**src/rtl/sdram_model_pkg.sv**
```systemverilog
`timescale 1ns/1ps
package sdram_model_pkg;

  typedef enum logic [2:0] {
    CMD_NONE  = 3'd0,
    CMD_ACT   = 3'd1,
    CMD_READ  = 3'd2,
    CMD_WRITE = 3'd3,
    CMD_PRE   = 3'd4
  } cmd_e;

  // Read output-disable lag, independent of CAS latency
  localparam int unsigned RMASK_LAT = 2;

  function automatic cmd_e pin_decode(input logic ras_n, input logic cas_n,
                                      input logic we_n);
    cmd_e c;
    case ({ras_n, cas_n, we_n})
      3'b011:  c = CMD_ACT;
      3'b101:  c = CMD_READ;
      3'b100:  c = CMD_WRITE;
      3'b010:  c = CMD_PRE;
      default: c = CMD_NONE;
    endcase
    return c;
  endfunction

  // XOR-fold a wide address into 'keep' index bits
  function automatic logic [31:0] fold_bits(input logic [31:0] v,
                                            input int unsigned keep);
    logic [31:0] acc;
    acc = '0;
    for (int unsigned i = 0; i < 32; i++) begin
      acc[i % keep] = acc[i % keep] ^ v[i];
    end
    return acc;
  endfunction

endpackage

```
**src/rtl/sdram_bank_tracker.sv**
```systemverilog
`timescale 1ns/1ps
module sdram_bank_tracker
  import sdram_model_pkg::*;
#(
  parameter  int NUM_BANKS = 2,
  parameter  int ROW_W     = 9,
  localparam int BA_W      = (NUM_BANKS > 1) ? $clog2(NUM_BANKS) : 1
) (
  input  logic                 clk,
  input  logic                 rst_n,
  input  cmd_e                 cmd,
  input  logic [BA_W-1:0]      bank,
  input  logic [ROW_W-1:0]     addr,
  output logic [NUM_BANKS-1:0] bank_open,
  output logic [ROW_W-1:0]     sel_row,
  output logic                 access_ok,
  output logic                 access_bad,
  output logic                 act_bad
);

  localparam int AP_BIT = ROW_W - 1;

  logic [ROW_W-1:0] row_q [NUM_BANKS];
  logic             is_access;
  logic             wide_flag;

  assign is_access = (cmd == CMD_READ) || (cmd == CMD_WRITE);
  assign wide_flag = addr[AP_BIT];

  for (genvar b = 0; b < NUM_BANKS; b++) begin : g_bank
    logic             hit_b;
    logic             open_b;
    logic [ROW_W-1:0] row_b;

    assign hit_b = (bank == BA_W'(b));

    always_ff @(posedge clk or negedge rst_n) begin
      if (!rst_n) begin
        open_b <= 1'b0;
        row_b  <= '0;
      end else begin
        case (cmd)
          CMD_ACT: begin
            if (hit_b) begin
              open_b <= 1'b1;
              row_b  <= addr;
            end
          end
          CMD_READ, CMD_WRITE: begin
            if (hit_b && wide_flag) open_b <= 1'b0;
          end
          CMD_PRE: begin
            if (hit_b || wide_flag) open_b <= 1'b0;
          end
          default: ;
        endcase
      end
    end

    assign bank_open[b] = open_b;
    assign row_q[b]     = row_b;
  end

  assign sel_row    = row_q[bank];
  assign access_ok  = is_access &  bank_open[bank];
  assign access_bad = is_access & ~bank_open[bank];
  assign act_bad    = (cmd == CMD_ACT) & bank_open[bank];

endmodule

```
**config.mk**
```make
export PLATFORM = sky130hd
export DESIGN_NAME = sdram_bank_tracker
export DESIGN_NICKNAME = d
export VERILOG_FILES = /design/src/rtl/sdram_model_pkg.sv /design/src/rtl/sdram_bank_tracker.sv
export SDC_FILE = /design/constraint.sdc
export NUM_CORES = 1
export LEC_CHECK = 0
export BUFFER_PORTS_ARGS = -buffer_cell sky130_fd_sc_hd__buf_2
export CORE_AREA = 3 3 67 69
export DETAILED_ROUTE_END_ITERATION = 8
export DIE_AREA = 0 0 70 72
export PLACE_DENSITY = 0.45
export SYNTH_ARGS = -nofsm -noshare
export SYNTH_HDL_FRONTEND = slang
export SYNTH_SLANG_ARGS = --single-unit
```
**constraint.sdc**
```tcl
create_clock -name clk -period 1.15 [get_ports clk]
set_input_delay 0.23 -clock clk [delete_from_list [all_inputs] [get_ports clk]]
set_output_delay 0.23 -clock clk [all_outputs]
set_load 0.01 [all_outputs]
```
==> metrics.cfg <==
[power_and_ir_drop]
p_sw_share_pct=25.6
internal_power_mw=1.63
p_clk_share_pct=20.0
power_leakage_nw=0.682
pwr-share-seq_pct=42.7
pwr-share-comb_pct=37.3
power_density_nw_per_um2=1490
ir_drop_v=0.00104
switchingPower_mw=0.559
finalPower_mw=2.19

[worst_setup_path]
startpoint=g_bank[0].open_b$_DFFE_PN0P_
reg2regPathDepth=5
cpMaxStageDelayCell=dfrtp_1
arrival_ps=1140
cp_slowest_stage_delay_ps=390
r2r_end=g_bank[0].open_b$_DFFE_PN0P_
r2r_start=g_bank[0].open_b$_DFFE_PN0P_
critPathRequiredTime_ps=920
cp-start-kind=flip-flop
worstSetupPathType=reg -> out
crit_path_end=access_bad
crit_path_end_kind=output pin
path_cells=mux2i_2 -> and3b_1 -> buf_2
crit_path_max_fanout=3
rrSetupSlack_ps=-160

[floorplanning]
die_h_um=72
io_pins=29
start_util_pct=24.4
core_um2=3970
die_w_um=70
dieArea_um2=5040
fp-row-count=23

[placed_design]
post-place-cells=151
port_buffers=28
dp_slack_ps=-158
place.gp.congestion=0.786
placed_cell_area_um2=1270
hpwl_um=1550

[route]
drtIter0Drc=22
drc=0
ant_nets=0
vias=701
wire_per_inst_um=13.6
wl_um=2190
first_pass_iters=2
vias_per_cell=4.35

[global_route]
antenna_found_initial=0
grt_pass1_vias=765
grt.overflow.total=0
track_usage_pct=9.36
grt_pass1_wl_um=3750
grt_start_max_net_pins=21

[run_status]
status=finished with violations
violations=negative setup slack

[final_layout]
n_fill_cell=396
utilization_pct=36.9
final_area_um2=1460
nets=128
multi_input_comb_area_um2=480
drive_above_1_share_pct=69.4
stdcell_count=161
seq_area_um2=500
diodes=0
areaGrowthSynthToFinish_pct=51.4

[sta]
setup_viol=14
clock.fmax_ghz=0.732
grt_setup_unrepaired=yes
clock_skew_ps=0
period_minus_slack_ps=1370
min_period_over_period_pct=119
worst_slew_pin_slew_ps=442
maxSlewHeadroom_pct=70.5
slew_violations=0
finalHoldViolCount=0
post-route-worst-setup-slack_ps=-216

[hold_path]
hp-class=in -> reg
whs_path_depth=2

[clocking]
cts-root-buf=clkbuf_8
cts_sinks=20
path_clk_slew_ps=70
cts_buffers=3
cts_tree=built
clock_path_buffers=2
clk_latency_ps=250
ctsHtreeMaxLevel=1

[synthesis]
yosys-top-cells-area=dfrtp_1 (52%), mux2_2 (30%), nor3_4 (3.4%), o32a_1 (2.1%), and3b_1 (1.8%)
yosys_warnings=0
ys.flop_type=dfrtp_1
synth_area_um2=967
synth-seq-cells=20
synth-seq-area-share_pct=51.7
synth_top_cell_by_area=dfrtp_1
synth_most_common_cell=mux2_2
synth_edf_count=0
synth.distinct_cells=18
yosysTopAreaCellShare_pct=51.7
ys_top_cells_by_count=mux2_2 (26), dfrtp_1 (20)
synth_fp_nets=83
async_flop_share_pct=100
synth_area_per_cell_um2=14.2
synthCells=68

[flow_run]
drv_cap=0

==> power by group through the flow <==
stage	clock network (mW)	logic, mW	registers (mW)
2_1_floorplan	0	0.373	0.923
3_3_place_gp	0	0.567	0.935
3_5_place_dp	0	0.578	0.942
4_1_cts	0.452	0.791	0.932
5_1_grt	0.498	0.878	0.955
6_report	0.436	0.816	0.933
==> flip-flops by register name, indices dropped and copies added (netlist names) <==
register       flops
g_bank.open_b      2
g_bank.row_b      18
==> cells in the final DEF (no fill, tap or decap) <==
master and n:
a21boi_0 2, a21oi_1 1, and3b_1 2, buf_12 3, buf_2 16, buf_4 12
buf_6 12, clkbuf_8 3, dfrtp_1 20, dlygate4sd3_1 1, inv_2 1, mux2_1 1
mux2_2 18, mux2_4 8, mux2i_2 1, nand2b_4 1, nor2_1 1, nor2b_1 2
nor3_1 1, nor3_4 2, nor3b_1 1, o32a_1 2
==> how the worst min path moves through the flow <==
stage | from | to
global route | addr[2] | g_bank[1].row_b[2]$_DFFE_PN0P_
detailed placement | rst_n | g_bank[0].row_b[6]$_DFFE_PN0P_
CTS | addr[5] | g_bank[1].row_b[5]$_DFFE_PN0P_
floorplan | rst_n | g_bank[0].open_b$_DFFE_PN0P_
global placement | rst_n | g_bank[0].row_b[6]$_DFFE_PN0P_
finish | addr[5] | g_bank[1].row_b[5]$_DFFE_PN0P_
==> cell type report <==
cell class,count,share of cell area [%]
clock buffer,3,2.82
inverter,1,0.256
timing repair buffer,44,25.6
sequential,20,34.2
tap,50,4.27
multi-input combinational,43,32.8
==> kinds of logic after synthesis <==
family / Yosys count / share of synthesized area, %
buf+inv: 5 / 2.84
mux: 28 / 32.5
compound gates: 5 / 4.14
flops: 20 / 51.7
simple gates: 10 / 8.80
==> per-stage QoR <==
step / hold WS (ps) / TNS, ps
final: 227 / -1720
after global routing: 211 / -2530
after CTS: 219 / -1590
after detailed placement: 201 / -3740
after global placement: 202 / -3500
after floorplan: -65.6 / -1500
==> worst max-delay path, delay by kind of cell (launching register included) <==
| kind | cells | cell delay (ps) |
|---|---|---|
| and+or+nand+nor | 1 | 180 |
| DFF | 1 | 390 |
| muxes | 1 | 190 |
| buffers and inverters | 1 | 130 |
==> metal layers <==
layer / vias to the layer above / global-route usage, % / routed length [µm]
met3: 4 / 4.43 / 178
li1: 332 / - / -
met5: - / 0 / 0
met2: 22 / 15.2 / 1050
met4: 0 / 2.55 / 20
met1: 343 / 11.2 / 943
==> repair_timing <==
item                                   4_1_cts  5_1_grt
gates resized for setup                     18        2
pin swaps                                    3        0
setup endpoints to repair                   12       15
setup buffers                                4        2
endpoints found under the hold margin       20        0
hold buffers                                 1        0
No activity file was read; power rests on OpenSTA's default activity.
